--- src/rtl/mouse_pkt_pkg.sv ---
package mouse_pkt_pkg;
  localparam int FRAME_BITS = 11;
  localparam int BYTE_W     = 8;
  localparam int PKT_BYTES  = 4;
  localparam int IDX_W      = $clog2(PKT_BYTES);
  localparam int PKT_W      = PKT_BYTES * BYTE_W;

  // strobes from control to datapath
  typedef struct packed {
    logic             sampleBit;
    logic             storeByte;
    logic [IDX_W-1:0] byteIdx;
    logic             commit;
  } rx_strobe_t;
endpackage

--- src/rtl/mouse_pkt_dp.sv ---
module mouse_pkt_dp
  import mouse_pkt_pkg::*;
#(
  parameter int FILT_LEN = 8
) (
  input  logic                  clk,
  input  logic                  rstN,
  input  logic                  devClk,
  input  logic                  devDat,
  input  logic                  rdEn,
  input  rx_strobe_t            stb,
  output logic                  fallEdge,
  output logic [FRAME_BITS-1:0] frame,
  output logic [PKT_W-1:0]      pktData,
  output logic                  pktReady,
  output logic                  pktOverrun
);
  localparam int LINES = 2;

  logic [LINES-1:0] rawLines;
  logic [LINES-1:0] filtLines;
  assign rawLines = {devDat, devClk};

  // two-flop synchronizer plus all-same-sample filter per line
  for (genvar g = 0; g < LINES; g++) begin : g_line
    logic [1:0]          syncQ;
    logic [FILT_LEN-1:0] histQ;
    logic                levelQ;
    always_ff @(posedge clk or negedge rstN) begin
      if (!rstN) begin
        syncQ  <= '1;
        histQ  <= '1;
        levelQ <= 1'b1;
      end else begin
        syncQ <= {syncQ[0], rawLines[g]};
        histQ <= {histQ[FILT_LEN-2:0], syncQ[1]};
        if (&histQ)       levelQ <= 1'b1;
        else if (~|histQ) levelQ <= 1'b0;
      end
    end
    assign filtLines[g] = levelQ;
  end

  logic clkPrev;
  always_ff @(posedge clk or negedge rstN) begin
    if (!rstN) clkPrev <= 1'b1;
    else       clkPrev <= filtLines[0];
  end
  assign fallEdge = clkPrev && !filtLines[0];

  // frame shifter: first bit ends in frame[0]
  always_ff @(posedge clk or negedge rstN) begin
    if (!rstN)              frame <= '0;
    else if (stb.sampleBit) frame <= {filtLines[1], frame[FRAME_BITS-1:1]};
  end

  logic [BYTE_W-1:0] partBytes [PKT_BYTES-1];
  logic [PKT_W-1:0]  assembled;

  always_ff @(posedge clk or negedge rstN) begin
    if (!rstN) begin
      for (int i = 0; i < PKT_BYTES - 1; i++) partBytes[i] <= '0;
    end else if (stb.storeByte) begin
      partBytes[stb.byteIdx] <= frame[BYTE_W:1];
    end
  end

  always_comb begin
    for (int i = 0; i < PKT_BYTES - 1; i++) assembled[i*BYTE_W +: BYTE_W] = partBytes[i];
    assembled[(PKT_BYTES-1)*BYTE_W +: BYTE_W] = frame[BYTE_W:1];
  end

  always_ff @(posedge clk or negedge rstN) begin
    if (!rstN) begin
      pktData    <= '0;
      pktReady   <= 1'b0;
      pktOverrun <= 1'b0;
    end else if (stb.commit) begin
      pktData    <= assembled;
      pktReady   <= 1'b1;
      pktOverrun <= pktReady && !rdEn;
    end else if (rdEn) begin
      pktData    <= '0;
      pktReady   <= 1'b0;
      pktOverrun <= 1'b0;
    end
  end

  AST_READ_CLEARS: assert property (@(posedge clk) disable iff (!rstN)
    rdEn && !stb.commit |=> !pktReady && pktData == '0 && !pktOverrun);
  AST_EMPTY_IS_ZERO: assert property (@(posedge clk) disable iff (!rstN)
    !pktReady |-> pktData == '0 && !pktOverrun);
  AST_OVERRUN_SET: assert property (@(posedge clk) disable iff (!rstN)
    stb.commit && pktReady && !rdEn |=> pktReady && pktOverrun);
endmodule

--- src/rtl/mouse_pkt_ctl.sv ---
module mouse_pkt_ctl
  import mouse_pkt_pkg::*;
#(
  parameter int TIMEOUT_CYC = 200000
) (
  input  logic                  clk,
  input  logic                  rstN,
  input  logic                  fallEdge,
  input  logic [FRAME_BITS-1:0] frame,
  output rx_strobe_t            stb
);
  localparam int CNT_W = $clog2(FRAME_BITS);
  localparam int IDL_W = $clog2(TIMEOUT_CYC + 1);
  localparam logic [CNT_W-1:0] LAST_BIT = CNT_W'(FRAME_BITS - 1);
  localparam logic [IDX_W-1:0] LAST_IDX = IDX_W'(PKT_BYTES - 1);
  localparam logic [IDL_W-1:0] IDL_MAX  = IDL_W'(TIMEOUT_CYC - 1);

  logic [CNT_W-1:0] bitCnt;
  logic [IDX_W-1:0] byteCnt;
  logic [IDL_W-1:0] idleCnt;
  logic             evalNow;
  logic             frameOk, headOk, busy, expire;

  assign frameOk = !frame[0] && frame[FRAME_BITS-1] && (^frame[BYTE_W+1:1]);
  assign headOk  = frame[4];   // data bit 3
  assign busy    = (bitCnt != '0) || (byteCnt != '0);
  assign expire  = busy && !fallEdge && (idleCnt == IDL_MAX);

  always_comb begin
    stb.sampleBit = fallEdge;
    stb.byteIdx   = byteCnt;
    stb.storeByte = evalNow && frameOk && (byteCnt != LAST_IDX) &&
                    ((byteCnt != '0) || headOk);
    stb.commit    = evalNow && frameOk && (byteCnt == LAST_IDX);
  end

  always_ff @(posedge clk or negedge rstN) begin
    if (!rstN) begin
      bitCnt  <= '0;
      byteCnt <= '0;
      idleCnt <= '0;
      evalNow <= 1'b0;
    end else begin
      evalNow <= 1'b0;
      if (fallEdge) begin
        idleCnt <= '0;
        if (bitCnt == LAST_BIT) begin
          bitCnt  <= '0;
          evalNow <= 1'b1;
        end else begin
          bitCnt <= bitCnt + 1'b1;
        end
      end else if (busy) begin
        idleCnt <= expire ? '0 : idleCnt + 1'b1;
      end else begin
        idleCnt <= '0;
      end

      if (evalNow) begin
        if (!frameOk || byteCnt == LAST_IDX) byteCnt <= '0;
        else if (byteCnt == '0 && !headOk)   byteCnt <= '0;
        else                                 byteCnt <= byteCnt + 1'b1;
      end

      if (expire) begin
        bitCnt  <= '0;
        byteCnt <= '0;
      end
    end
  end

  AST_BIT_RANGE: assert property (@(posedge clk) disable iff (!rstN)
    bitCnt <= LAST_BIT);
  AST_BAD_FRAME_RESTART: assert property (@(posedge clk) disable iff (!rstN)
    evalNow && !frameOk |=> byteCnt == '0);
  AST_IDLE_BOUND: assert property (@(posedge clk) disable iff (!rstN)
    idleCnt <= IDL_MAX);
  AST_STALL_CLEARS: assert property (@(posedge clk) disable iff (!rstN)
    expire |=> bitCnt == '0 && byteCnt == '0);
  AST_ONE_ACTION: assert property (@(posedge clk) disable iff (!rstN)
    !(stb.storeByte && stb.commit));
endmodule

--- src/rtl/mouse_pkt_rx.sv ---
module mouse_pkt_rx
  import mouse_pkt_pkg::*;
#(
  parameter int FILT_LEN    = 8,
  parameter int TIMEOUT_CYC = 200000
) (
  input  logic             clk,
  input  logic             rstN,
  input  logic             devClk,
  input  logic             devDat,
  input  logic             rdEn,
  output logic [PKT_W-1:0] pktData,
  output logic             pktReady,
  output logic             pktOverrun
);
  rx_strobe_t            stb;
  logic                  fallEdge;
  logic [FRAME_BITS-1:0] frame;

  mouse_pkt_dp #(.FILT_LEN(FILT_LEN)) u_dp (
    .clk(clk), .rstN(rstN), .devClk(devClk), .devDat(devDat), .rdEn(rdEn),
    .stb(stb), .fallEdge(fallEdge), .frame(frame),
    .pktData(pktData), .pktReady(pktReady), .pktOverrun(pktOverrun)
  );

  mouse_pkt_ctl #(.TIMEOUT_CYC(TIMEOUT_CYC)) u_ctl (
    .clk(clk), .rstN(rstN), .fallEdge(fallEdge), .frame(frame), .stb(stb)
  );
endmodule

--- config.mk ---
export PLATFORM = sky130hd
export DESIGN_NAME = mouse_pkt_rx
export DESIGN_NICKNAME = d
export VERILOG_FILES = /design/src/rtl/mouse_pkt_pkg.sv /design/src/rtl/mouse_pkt_dp.sv /design/src/rtl/mouse_pkt_ctl.sv /design/src/rtl/mouse_pkt_rx.sv
export SDC_FILE = /design/constraint.sdc
export NUM_CORES = 1
export LEC_CHECK = 0
export ABC_AREA = 0
export CAP_MARGIN = 5
export CORE_MARGIN = 5
export CORE_UTILIZATION = 60
export CTS_BUF_LIST = sky130_fd_sc_hd__clkbuf_8
export DETAILED_ROUTE_END_ITERATION = 10
export PLACE_DENSITY = 0.82
export REMOVE_ABC_BUFFERS = 1
export SLEW_MARGIN = 25
export SYNTH_ARGS = -nofsm -noshare
export SYNTH_HDL_FRONTEND = slang
export SYNTH_SLANG_ARGS = --single-unit
--- constraint.sdc ---
create_clock -name clk -period 2.89 [get_ports clk]
set_input_delay 0.578 -clock clk [delete_from_list [all_inputs] [get_ports clk]]
set_output_delay 0.578 -clock clk [all_outputs]
set_load 0.01 [all_outputs]
======== Word-level counts from Yosys, hierarchy flattened ========
Index checks and enable logic that the tools add are counted.
word-level totals
  register bits after elaboration ......... 117
  bits of input ports ..................... 5
  output and inout bits ................... 34
  word-level logic and storage cells ...... 86
operators by class
  $add $sub $neg .......................... 3
  order comparisons ....................... 2
  equality and inequality tests ........... 6
  multiplexer cells ....................... 24
  bitwise operators ....................... 1
  reductions and logical operators ........ 32
operators by type and width
  operator                                            number
  two-way mux 32 bit                                  2
  two-way mux 18 bit                                  3
  bitwise mux 24 bit                                  1
  adder 18 x 1 -> 18 bit, second input constant       1
  equality test 18 bit, second input constant         1
  demux 8 bit (select 2 bit)                          1
  AND reduction 8 bit                                 2
  OR reduction 8 bit                                  2
  logical AND 1 bit                                   12
  two-way mux 4 bit                                   3
  two-way mux 1 bit                                   9
  XOR reduction 9 bit                                 1
  two-way mux 2 bit                                   4
  two-way mux 8 bit                                   1
  nonzero test 2 bit                                  4
  zero test 1 bit                                     6
  adder 4 x 1 -> 4 bit, second input constant         1
  equality test 4 bit, second input constant          1
  != test 2 x 1 -> 1 bit, second input constant       2
  nonzero test 4 bit                                  1
  >= comparator 3 bit, second input constant          1
  logical OR 1 bit                                    3
  < comparator 3 x 1 -> 1 bit, second input constant  1
  inverter 2 -> 3 bit                                 1
  other kinds (4)                                     4

======== Logic depth before layout (Yosys ltp) ========
Gate-level depths: netlist of run 1.
  depth in word-level cells ............... 8
  depth in mapped cells ................... 7
  mapped depth without buffers ............ 6

======== By module ========
A second synthesis of run 1 with hierarchy kept.
second synthesis, totals
  cell total of the unflattened synthesis .. 354
  area total of the unflattened synthesis .. 4752.1 sq um
by module, submodules not included
  module         instances  cells each  area each (sq um)  seq. area each (sq um)
  mouse_pkt_dp   1          196         3255.6             2331.0
  mouse_pkt_ctl  1          158         1496.4             625.6

======== Worst setup path after synthesis of run 1 ========
No wires, ideal clock.
  kind .................................... register to register
  from .................................... register u_dp.frame[7]
  to ...................................... register u_dp.pktData[23]
  library setup time ...................... 125 ps
  arrival ................................. 2026 ps
  required time ........................... 2765 ps
  setup slack ............................. 740 ps
  cell stages (with the launch flop) ...... 6
  buffers on the path ..................... 1
  cell sequence ........................... dfrtp_1 -> xor2_1 -> xnor3_2 -> mux2i_4 -> buf_6 -> mux2_2
between the ends
  longest elaborated chain between the ends .. 5
  elaborated cells between the ends (all ways) .. 6
  those cells by class .................... 1 x mux; 5 x reduce/logical
RTL lines
  element                                                          line                 text
  from (decl)                                                      mouse_pkt_dp.sv:13   output logic [FRAME_BITS-1:0] frame,
  from (signal assigned)                                           mouse_pkt_dp.sv:54   else if (stb.sampleBit) frame <= {filtLines[1], frame[FRAME_BITS-1:1]};
  XOR reduction 9 bit *                                            mouse_pkt_ctl.sv:24  assign frameOk = !frame[0] && frame[FRAME_BITS-1] && (^frame[BYTE_W+1:1]);
  logical AND 1 bit *                                              mouse_pkt_ctl.sv:24
  logical AND 1 bit * (2 in series)                                mouse_pkt_ctl.sv:34  stb.commit = evalNow && frameOk && (byteCnt == LAST_IDX);
  two-way mux 32 bit / nonzero test 2 bit (equally long branches)  --
  to (signal assigned)                                             mouse_pkt_dp.sv:79   pktData <= assembled;
  to (decl)                                                        mouse_pkt_dp.sv:14   output logic [PKT_W-1:0] pktData,
Every way passes the cells marked *; elsewhere a longest branch is shown, timed or not.
A chain may end at the register's enable or synchronous reset.

======== Worst setup path after layout of run 1 ========
  from .................................... register u_dp.frame[7]
  to ...................................... register u_dp.pktData[14]
The elaborated chain is that of the path after synthesis.

==> summary.txt, run 1 <==
Finish
  – Most frequent cells in the layout: 94 x dfrtp_1, 64 x mux2_2, 37 x clkdlybuf4s50_1, 33 x nor2b_1, 23 x dfstp_2
  – # fillers: 568
  – Final nets: 443
  – Storage element area: 0.00296 mm²
  – Final core utilization: 72.6%
  – Non-Filler Instances: 548
  – Multi-input logic area: 0.00201 mm²
  – ANT cells: 0
  – Area grow syn2layout: 17.9%
  – Share of cells above drive strength 1: 30.5%
  – Commonest non-fill, non-tap cell in the layout: dfrtp_1

Route
  – Drt total wl: 8760 µm
  – Initial DRC Count: 98
  – Pre-antenna DRT Iters: 4
  – Avg Vias per Cell: 5.55
  – Detailed-route DRC error count: 0
  – Vias: 3040
  – Post-DR wirelength/cell: 16.0 µm
  – Antenna viol nets, final: 0

Power and ir drop
  – Sw frac: 26.2%
  – Internal power: 2690 µW
  – VDD IR max: 0.474 mV
  – Final Total Pwr: 3650 µW
  – Clock power share: 39.4%
  – PwrDens: 611 mW/mm²
  – Pleak: 0.00271 µW
  – Combinational share of power: 11.1%
  – Switching pwr: 955 µW
  – Sequential cell fraction of total power: 49.5%

Timing
  – Final period utilization: 77.7%
  – Min Tclk post-route: 2250 ps
  – Sum Neg Setup Slack: 0 ps
  – Slew margin rel.: 69.3%
  – RSZ-0062 raised after global routing: false
  – Hold Violations, Final: 0
  – Final Slew Violations: 0
  – Hold WS: 86.5 ps
  – Final setup fails: 0
  – Skew final: 13.5 ps
  – Max Freq: 445 MHz
  – Measured slew at the worst slew-check pin: 451 ps

CTS
  – Cts repair resizes: 0
  – Clock Pin Slew Worst Setup and Hold Paths: 70 ps
  – Clock Root Buffer: clkbuf_8
  – H-tree depth: 4
  – CTS Buffer Depth: 2
  – TritonCTS clock tree: built
  – Clk Latency, worst-skew pair: 420 ps
  – CTS Sinks: 117
  – Setup Fix Bufs, Post-CTS: 0
  – Hold-fix buffers, CTS: 0
  – CTS Buf Count: 17

Yosys
  – YS warnings: 0
  – Biggest area consumer among synthesized cells: dfrtp_1
  – Post-synthesis sequential area ratio: 58.4%
  – Syn avg cell area: 13.4 µm²
  – Share of the synthesized area in the top cell type: 46.5%
  – Seq cells post-synth: 117
  – Largest cells by area after synthesis: dfrtp_1 46%, mux2_2 14%, dfstp_2 12%
  – Netlist Area Pre-Place: 0.00506 mm²
  – Post-Syn Instances: 379
  – Synth cell types: 45

Die
  – Full die area: 0.0104 mm²
  – Die height: 102 µm
  – FP Rows: 33
  – Top Ports: 39
  – Die width: 102 µm
  – Core area: 0.00822 mm²
  – Initial Util: 61.6%

Placed design
  – Number of port buffers: 38
  – Placed cell count: 516
  – Post-DP HPWL: 5620 µm
  – Routability Congestion: 0.765

Global routing
  – First-pass GRT wire length: 15200 µm
  – Vias in the first global route: 3169
  – Pin count of the biggest net entering global routing: 54
  – Grt ovf: 0
  – Total GRT Usage: 19.0%
  – Initial antenna violation count: 0

Flow run
  – Max-Cap Viols: 0

Outcome
  – Status: finished, final reports clean

Worst setup path
  – WP data arrival: 2550 ps
  – Critical path type: reg2reg
  – Critical Path End Type: register
  – CP max FO: 34
  – CP Data Required Time: 3190 ps
  – Critical Path Start Type: register

Worst hold path
  – Hold Path Class: in2async
## flip-flops by register name, summed over array words and instances (netlist names)
register            count
u_dp.g_line.syncQ       4
u_dp.frame             11
u_dp.clkPrev            1
u_dp.g_line.levelQ      2
u_ctl.byteCnt           2
u_ctl.bitCnt            4
u_ctl.idleCnt          18
u_dp.assembled         24
u_ctl.evalNow           1
u_dp.pktOverrun         1
u_dp.pktReady           1
u_dp.pktData           32
u_dp.g_line.histQ      16
## power groups by stage
stage	clock (µW)	combinational, µW	sequential (µW)
floorplan	0	279	1810
global placement	0	395	1830
detailed placement	0	409	1830
CTS	1460	410	1810
global route	1550	458	1820
finish	1440	405	1810
## through the flow
| step | worst slack, ps | cell area [µm²] |
|---|---|---|
| finish | 644 | 5970 |
| global route | 556 | 5970 |
| CTS | 632 | 5970 |
| detailed placement | 644 | 5580 |
| global placement | 702 | 5580 |
| floorplan | 414 | 4990 |
## cells by family after synthesis
family	Yosys count	share of synthesized area (%)
buffers and inverters	20	1.93
adders and majority gates	8	1.98
AOI/OAI and AO/OA	27	3.53
xor gates and xnor gates	18	3.98
DFF	117	58.4
and+or+nand+nor	118	13.5
muxes	71	16.7
## synthesized netlist by cell type, drive strengths merged
| library cell | number |
|---|---|
| a32o | 2 |
| o41ai | 3 |
| nand3 | 9 |
| xnor2 | 9 |
| nor4bb | 1 |
| nand3b | 1 |
| nand4 | 13 |
| nand4b | 2 |
| xor3 | 1 |
| ha | 8 |
| or3 | 2 |
| nor4 | 1 |
| buf | 6 |
| xor2 | 6 |
| mux2 | 66 |
| o32ai | 1 |
| o31ai | 4 |
| nand2 | 11 |
| nor2 | 18 |
| dfstp | 23 |
| dfrtp | 94 |
| or4 | 6 |
| xnor3 | 2 |
| a21oi | 7 |
| nor2b | 33 |
| and4 | 1 |
| and3 | 2 |
| o211ai | 2 |
| clkbuf | 8 |
| mux2i | 5 |
| nand4bb | 1 |
| a31o | 1 |
| o21ai | 7 |
| and2 | 3 |
| nor3 | 2 |
| or2 | 2 |
| nor4b | 2 |
| nand2b | 7 |
| and4b | 1 |
| inv | 6 |
## path summary, 6_finish.rpt
check / slack (ps) / cells past startpoint / from / endpoint
setup / recovery: 640 / 5 / u_dp.frame[7]$_DFFE_PN0N_ / u_dp.pktData[14]$_DFFE_PN0P_
hold / removal: 90 / 1 / rstN / u_dp.pktOverrun$_DFFE_PN0P_
setup reg to reg: 640 / 5 / u_dp.frame[7]$_DFFE_PN0N_ / u_dp.pktData[14]$_DFFE_PN0P_
hold reg to reg: 360 / 0 / u_dp.g_line[0].syncQ[1]$_DFF_PN1_ / u_dp.g_line[0].histQ[0]$_DFF_PN1_
max in group asynchronous: 1990 / 2 / rstN / u_dp.g_line[1].histQ[3]$_DFF_PN1_
min in group clk: 360 / 0 / u_dp.g_line[0].syncQ[1]$_DFF_PN1_ / u_dp.g_line[0].histQ[0]$_DFF_PN1_
## metal layers
layer | vias up | part of all wire [%] | global-route usage (%)
li1 | 1447 | - | -
met1 | 1521 | 45 | 25.1
met2 | 59 | 49 | 30.1
met3 | 13 | 4.4 | 5.39
met4 | 0 | 1.7 | 7.57
met5 | - | 0 | 0
## critical path: stages (launching register included)
cell and delay [ps]:
dfrtp_1 440, xor2_1 180, xnor3_2 580, mux2i_4 300, buf_12 240, mux2_2 370
## layout make-up
class | instances | area share, %
well taps | 105 | 2.20
repair buffers | 46 | 7.76
inverters | 6 | 0.377
flip-flops and latches | 117 | 49.5
multi-input cells | 242 | 33.7
clock inverters | 14 | 2.31
clock buffers | 18 | 4.15
No activity file was read; power rests on OpenSTA's default activity.
==> inputs of run 2 (changes only) <==
clock period = 2.3 ns   (was 2.89 ns; I/O delays follow)
==> run 2 against run 1 <==
  * Clock-buffer cell count did not move
  * Cell count rose by 0.73%
  * Clock skew shrank 4.5 ps
  * Register-to-register slack lost 540 ps
  * Design area up 1.5%
  * Via count rose by 1.6%
  * Clock power up 41%
  * Sequential share of layout area is 0.73 points lower
  * Critical path type unchanged
  * Critical endpoint is now u_dp.assembled[6]$_DFFE_PN0P_
  * Highest routed layer unchanged
==> summary.txt, run 2 (synthesized netlist as in run 1, its figures left out) <==
CTS
  – CTS Buffer Depth: 2 (unchanged)
  – Clk Latency, worst-skew pair: 430 ps (about the same)
  – CTS Buf Count: 17 (unchanged)
  – Clock Root Buffer: clkbuf_8
  – CTS Sinks: 117 (unchanged)
  – Hold-fix buffers, CTS: 0 (unchanged)
  – H-tree depth: 4 (unchanged)
  – TritonCTS clock tree: built
  – Clock Pin Slew Worst Setup and Hold Paths: 70 ps (about the same)

Die
  – FP Rows: 33 (unchanged)
  – Core area: 0.00822 mm² (unchanged)
  – Die width: 102 µm (unchanged)
  – Die height: 102 µm (unchanged)
  – Initial Util: 61.6% (unchanged)
  – Top Ports: 39 (unchanged)
  – Full die area: 0.0104 mm² (unchanged)

Timing
  – Measured slew at the worst slew-check pin: 611 ps (+161 ps)
  – Hold Violations, Final: 0 (unchanged)
  – Max Freq: 455 MHz (+2.1%)
  – Min Tclk post-route: 2200 ps (-46.6 ps)
  – Final Slew Violations: 0 (unchanged)
  – Skew final: 9.02 ps (-4.47 ps)
  – Setup ws final: 100 ps (-543 ps)
  – Slew margin rel.: 59.2% (-10 points)
  – Final period utilization: 95.6% (+18 points)
  – Final setup fails: 0 (unchanged)

Route
  – Antenna viol nets, final: 0 (unchanged)
  – Detailed-route DRC error count: 0 (unchanged)
  – Drt total wl: 9180 µm (+4.8%)
  – Avg Vias per Cell: 5.59 (+0.84%)
  – Initial DRC Count: 123 (+26%)
  – Pre-antenna DRT Iters: 4 (unchanged)
  – Post-DR wirelength/cell: 16.6 µm (+4.0%)
  – Vias: 3088 (+1.6%)

Global routing
  – Pin count of the biggest net entering global routing: 118 (+120%)
  – Vias in the first global route: 3262 (+2.9%)
  – First-pass GRT wire length: 15600 µm (+3.1%)
  – Total GRT Usage: 19.6% (+0.59 points)
  – Initial antenna violation count: 0 (unchanged)
  – Grt ovf: 0 (unchanged)

Power and ir drop
  – Clock power share: 42.1% (+2.7 points)
  – Internal power: 3610 µW (+34%)
  – Sw frac: 25.2% (-0.99 points)
  – Pleak: 0.00275 µW (+1.7%)
  – Sequential cell fraction of total power: 47.0% (-2.5 points)
  – Switching pwr: 1210 µW (+27%)
  – PwrDens: 796 mW/mm² (+30%)
  – Combinational share of power: 10.9% (-0.2 points)
  – Final Total Pwr: 4820 µW (+32%)
  – VDD IR max: 0.536 mV (+13%)

Worst setup path
  – CP max FO: 8 (-76%)
  – Reg2reg path depth: 6 (+1)
  – WP data arrival: 2510 ps (-40 ps)
  – Endpoint of the worst register-to-register path: u_dp.assembled[6]$_DFFE_PN0P_
  – Critical path type: reg2reg
  – CP Data Required Time: 2610 ps (-580 ps)
  – Reg2reg setup slack: 100 ps (-540 ps)
  – Crit path from: u_ctl.byteCnt[0]$_DFFE_PN0P_
  – Critical Path Start Type: register
  – Crit path to: u_dp.assembled[6]$_DFFE_PN0P_
  – Critical Path End Type: register
  – Reg2reg start: u_ctl.byteCnt[0]$_DFFE_PN0P_

Finish
  – Multi-input logic area: 0.00201 mm² (unchanged)
  – Final nets: 447 (+0.90%)
  – Area grow syn2layout: 19.6%
  – Storage element area: 0.00296 mm² (unchanged)
  – Final core utilization: 73.7% (+1.1 points)
  – Most flops, register: u_dp.pktData
  – Commonest non-fill, non-tap cell in the layout: dfrtp_1
  – Non-Filler Instances: 552 (+0.73%)
  – Max FFs per register: 32 (unchanged)
  – # fillers: 529 (-6.9%)
  – Most frequent cells in the layout: 94 x dfrtp_1, 64 x mux2_2, 37 x clkdlybuf4s50_1, 33 x nor2b_1, 23 x dfstp_2
  – Share of cells above drive strength 1: 31.1% (+0.62 points)
  – ANT cells: 0 (unchanged)

Outcome
  – Status: finished, final reports clean

Placed design
  – Number of port buffers: 38 (unchanged)
  – Post-DP HPWL: 5640 µm (+0.32%)
  – Placed cell count: 517 (+0.19%)
  – Routability Congestion: 0.765 (about the same)
  – Pre-CTS worst setup slack: 122 ps (-522 ps)

Worst hold path
  – Hold Path Class: in2async

Flow run
  – Max-Cap Viols: 0 (unchanged)
## run 2: changes by cell type in the layout (fill, tap and decap cells not counted), sizes merged
cell | previous run | this run
buf | 9 | 13
bufinv | 2 | 4
clkinv | 7 | 5
## run 2: power by group through the flow
stage          Clock [µW]  Combinational (µW)  Sequential, µW
4_1_cts              2070                 526            2270
5_1_grt              2180                 574            2290
3_5_place_dp            0                 522            2300
6_report             2030                 524            2270
2_1_floorplan           0                 350            2270
3_3_place_gp            0                 506            2300
## run 2: critical path, cell delays in order, from the launching register on
cell and delay [ps]:
dfrtp_1 420, ha_1 230, nor4bb_1 280, buf_4 200, nand4_1 180, mux2i_4 380
mux2_2 390
## run 2: cell type report
class / instances / share of cell area [%]
sequential: 117 / 48.8
clock inverter: 14 / 3.04
clock buffer: 18 / 4.09
inverter: 6 / 0.372
tap: 105 / 2.17
timing repair buffer: 50 / 8.35
multi-input combinational: 242 / 33.2
## run 2: worst min path at each step
stage	endpoint	slack, ps	cells past startpoint
2_1_floorplan	u_ctl.bitCnt[0]$_DFFE_PN0P_	160	0
3_3_place_gp	u_dp.g_line[1].histQ[0]$_DFF_PN1_	350	0
3_5_place_dp	u_dp.g_line[0].histQ[0]$_DFF_PN1_	350	0
4_1_cts	u_dp.pktReady$_DFFE_PN0P_	120	2
5_1_grt	u_dp.pktReady$_DFFE_PN0P_	150	2
6_report	u_dp.pktReady$_DFFE_PN0P_	90	2
## run 2: through the flow
stage / hold WS [ps] / instance area (µm²) / setup TNS, ps
floorplan: 164 / 4990 / -6620
global placement: 346 / 5590 / 0
detailed placement: 348 / 5590 / 0
CTS: 120 / 6020 / 0
global route: 146 / 6060 / -130
finish: 88.9 / 6060 / 0
## run 2: timing repair
item	in CTS	in global routing
buffers inserted	0	3
setup endpoints to repair	0	6
resized for setup	0	0
endpoints found under the hold margin	0	0
## run 2: layer usage
metal / share of wire, % / wire (µm) / global-route usage [%] / vias up
met5: 0 / 0 / 0 / -
met4: 1.2 / 113 / 8.58 / 0
met3: 4.1 / 376 / 5.19 / 12
met2: 51 / 4650 / 31.3 / 57
met1: 44 / 4040 / 25.4 / 1569
li1: - / - / - / 1450
==> inputs of run 3 (changes only) <==
SKIP_CTS_REPAIR_TIMING = 1   (was unset)
SYNTH_HIERARCHICAL = 1   (was unset)
==> run 3 against run 2 <==
  * Sequential power about the same
  * Critical endpoint is now u_dp/pktOverrun$_DFFE_PN0P_
  * Combinational power decreased by 16%
  * Design area decreased by 5.9%
  * Worst setup slack got worse by 140 ps
  * The run now ends with negative setup slack left
  * First-iteration DRC count decreased by 1.6%
  * Register-to-register slack got worse by 140 ps
  * Clock-buffer cell count unchanged
  * Power decreased by 8.3%
  * Die area decreased by 5.6%
  * Via count decreased by 2.5%
  * Sequential cell count unchanged
  * Largest power group unchanged
  * Global-route usage decreased by 0.27 points
==> summary.txt, run 3 <==
Outcome
  – Status: finished, violations left
  – Failing checks: negative setup slack

Die
  – Die height: 99.0 µm (-2.8%)
  – Initial Util: 61.5% (-0.13 points)
  – Top Ports: 39 (unchanged)
  – Core area: 0.00773 mm² (-6.0%)
  – Die width: 99.0 µm (-2.8%)
  – Full die area: 0.00980 mm² (-5.6%)
  – FP Rows: 32 (-3.0%)

Timing
  – Max Freq: 428 MHz (-5.8%)
  – Skew final: 11.1 ps (+2.08 ps)
  – Final Slew Violations: 0 (unchanged)
  – Hold WS: 358 ps (+269 ps)
  – Hold Violations, Final: 0 (unchanged)
  – Min Tclk post-route: 2340 ps (+135 ps)
  – RSZ-0062 raised after global routing: true
  – Final setup fails: 6 (+6)
  – Sum Neg Setup Slack: -111 ps (-111 ps)
  – Slew margin rel.: 63.2% (+4.0 points)
  – Final period utilization: 102% (+5.9 points)
  – Setup ws final: -35.2 ps (-135 ps)
  – Measured slew at the worst slew-check pin: 547 ps (-64.1 ps)

Global routing
  – Total GRT Usage: 19.3% (-0.27 points)
  – Grt ovf: 0 (unchanged)
  – Initial antenna violation count: 0 (unchanged)
  – Pin count of the biggest net entering global routing: 49 (-58%)
  – Vias in the first global route: 3029 (-7.1%)
  – First-pass GRT wire length: 15000 µm (-4.3%)

Route
  – Antenna viol nets, final: 0 (unchanged)
  – Post-DR wirelength/cell: 16.9 µm (+1.4%)
  – Pre-antenna DRT Iters: 4 (unchanged)
  – Detailed-route DRC error count: 0 (unchanged)
  – Avg Vias per Cell: 5.74 (+2.6%)
  – Initial DRC Count: 121 (-1.6%)
  – Vias: 3012 (-2.5%)
  – Drt total wl: 8850 µm (-3.5%)

Yosys
  – Ys flop type: dfrtp_1
  – Post-Syn Instances: 354 (-6.6%)
  – Biggest area consumer among synthesized cells: dfrtp_1
  – Netlist Area Pre-Place: 0.00475 mm² (-6.2%)
  – Syn avg cell area: 13.4 µm² (+0.47%)
  – Synth cell count leaders: 94 x dfrtp_1, 35 x mux2_2, 32 x a22o_1
  – Synth cell types: 48 (+6.7%)
  – Seq cells post-synth: 117 (unchanged)
  – Ys async rst share: 100% (unchanged)
  – Share of the synthesized area in the top cell type: 49.5% (+3.0 points)
  – Number of enable flip-flop cells after synthesis: 0 (unchanged)
  – Post-synthesis sequential area ratio: 62.2% (+3.8 points)
  – YS warnings: 6 (+6)
  – Largest cells by area after synthesis: dfrtp_1 49%, dfstp_2 13%, mux2_2 8.3%
  – Most common cell in the netlist: dfrtp_1

Placed design
  – Pre-CTS worst setup slack: 8.75 ps (-113 ps)
  – Placed cell count: 491 (-5.0%)
  – Post-DP HPWL: 5690 µm (+0.91%)
  – Placed cell area: 0.00529 mm² (-5.3%)
  – Number of port buffers: 38 (unchanged)
  – Routability Congestion: 0.793 (+3.6%)

Finish
  – # fillers: 503 (-4.9%)
  – Share of cells above drive strength 1: 29.3% (-1.8 points)
  – ANT cells: 0 (unchanged)
  – Design Area, Final: 0.00570 mm² (-5.9%)
  – Final nets: 421 (-5.8%)
  – Most frequent cells in the layout: 94 x dfrtp_1, 37 x clkdlybuf4s50_1, 35 x mux2_2, 32 x a22o_1, 23 x dfstp_2
  – Area grow syn2layout: 19.9%
  – Most flops, register: u_dp/pktData
  – Commonest non-fill, non-tap cell in the layout: dfrtp_1
  – Max FFs per register: 32 (unchanged)
  – Non-Filler Instances: 525 (-4.9%)

Worst hold path
  – WHS Path Cells: 0
  – Hold Path Class: reg2reg

Flow run
  – Max-Cap Viols: 0 (unchanged)

Power and ir drop
  – PwrDens: 776 mW/mm² (-2.5%)
  – Pleak: 0.00255 µW (-7.3%)
  – VDD IR max: 0.595 mV (+11%)

CTS
  – CTS Sinks: 117 (unchanged)
  – CTS Buffer Depth: 2 (unchanged)
  – CTS Buf Count: 17 (unchanged)
  – Clock Pin Slew Worst Setup and Hold Paths: 70 ps (about the same)
  – TritonCTS clock tree: built
  – H-tree depth: 4 (unchanged)
  – Clock Root Buffer: clkbuf_8
  – Clk Latency, worst-skew pair: 420 ps (about the same)

Worst setup path
  – Critical path type: reg2reg
  – Reg2reg path depth: 7 (+1)
  – Critical Path End Type: register
  – CP Data Required Time: 2590 ps (-20 ps)
  – CP max FO: 34 (+26)
  – Critical Path Start Type: register
  – WP data arrival: 2620 ps (+110 ps)
run 3: changes by cell type after synthesis, sizes merged, moves of 4 or more:
cell / previous run / this run
xnor2: 9 / 13
nor2b: 33 / 2
mux2i: 5 / 1
mux2: 66 / 35
inv: 6 / 13
nand3b: 1 / 5
buf: 6 / 17
clkbuf: 8 / 4
a22o: 0 / 32
nand2b: 7 / 3
nor2: 18 / 22
nand2: 11 / 6
run 3: report_power, final:
group / internal (µW) / leakage [µW] / switching [µW]
sequential: 2160 / 0.00155 / 84.9
combinational: 182 / 0.000826 / 258
clock: 886 / 0.000177 / 850
run 3: final cells by class:
class	count	area, µm²	share of cell area (%)
multi-input cells	204	1650	28.9
repair buffers	57	539	9.47
inverters	13	48.8	0.857
clock buffers	18	248	4.35
flip-flops and latches	117	2960	51.9
clock inverters	14	130	2.28
well taps	102	128	2.24
run 3: per-layer routing:
| metal | global-route usage [%] | vias up | wire length (µm) |
|---|---|---|---|
| met5 | 0 | - | 0 |
| met4 | 7.88 | 0 | 86 |
| met3 | 5.87 | 7 | 406 |
| met2 | 30.3 | 65 | 4460 |
| met1 | 25.2 | 1546 | 3900 |
| li1 | - | 1394 | - |
run 3: path summary, 6_finish.rpt:
path,startpoint,to,slack [ps]
worst min register to register,u_dp/g_line[0].syncQ[0]$_DFF_PN1_,u_dp/g_line[0].syncQ[1]$_DFF_PN1_,360
min in group asynchronous,rstN,u_dp/pktData[13]$_DFFE_PN0P_,500
worst min-delay path,u_dp/g_line[0].syncQ[0]$_DFF_PN1_,u_dp/g_line[0].syncQ[1]$_DFF_PN1_,360
worst max register to register,u_dp/frame[3]$_DFFE_PN0P_,u_dp/pktOverrun$_DFFE_PN0P_,-40
worst max-delay path,u_dp/frame[3]$_DFFE_PN0P_,u_dp/pktOverrun$_DFFE_PN0P_,-40
max in group asynchronous,rstN,u_dp/g_line[1].levelQ$_DFFE_PN1P_,1120
run 3: logic make-up after synthesis:
logic type	after synthesis	synth area share, %
flops	117	62.2
simple gates	82	10.4
compound gates	60	9.90
mux	36	8.50
buf+inv	34	3.58
xor+xnor	19	3.79
fa+ha+maj	6	1.58
run 3: critical path: stages (launching register included):
cell and delay, ps:
dfrtp_1 390, xor2_1 170, xnor3_1 420, xnor2_1 180, nor3_2 440, buf_6 330
mux2i_1 210, nor2_1 50
run 3: stage by stage:
step	util [%]	total power, µW
2_1_floorplan	-	2520
3_3_place_gp	68.4	2690
4_1_cts	73.4	4450
3_5_place_dp	68.5	2720
6_report	73.7	4420
5_1_grt	73.7	4640
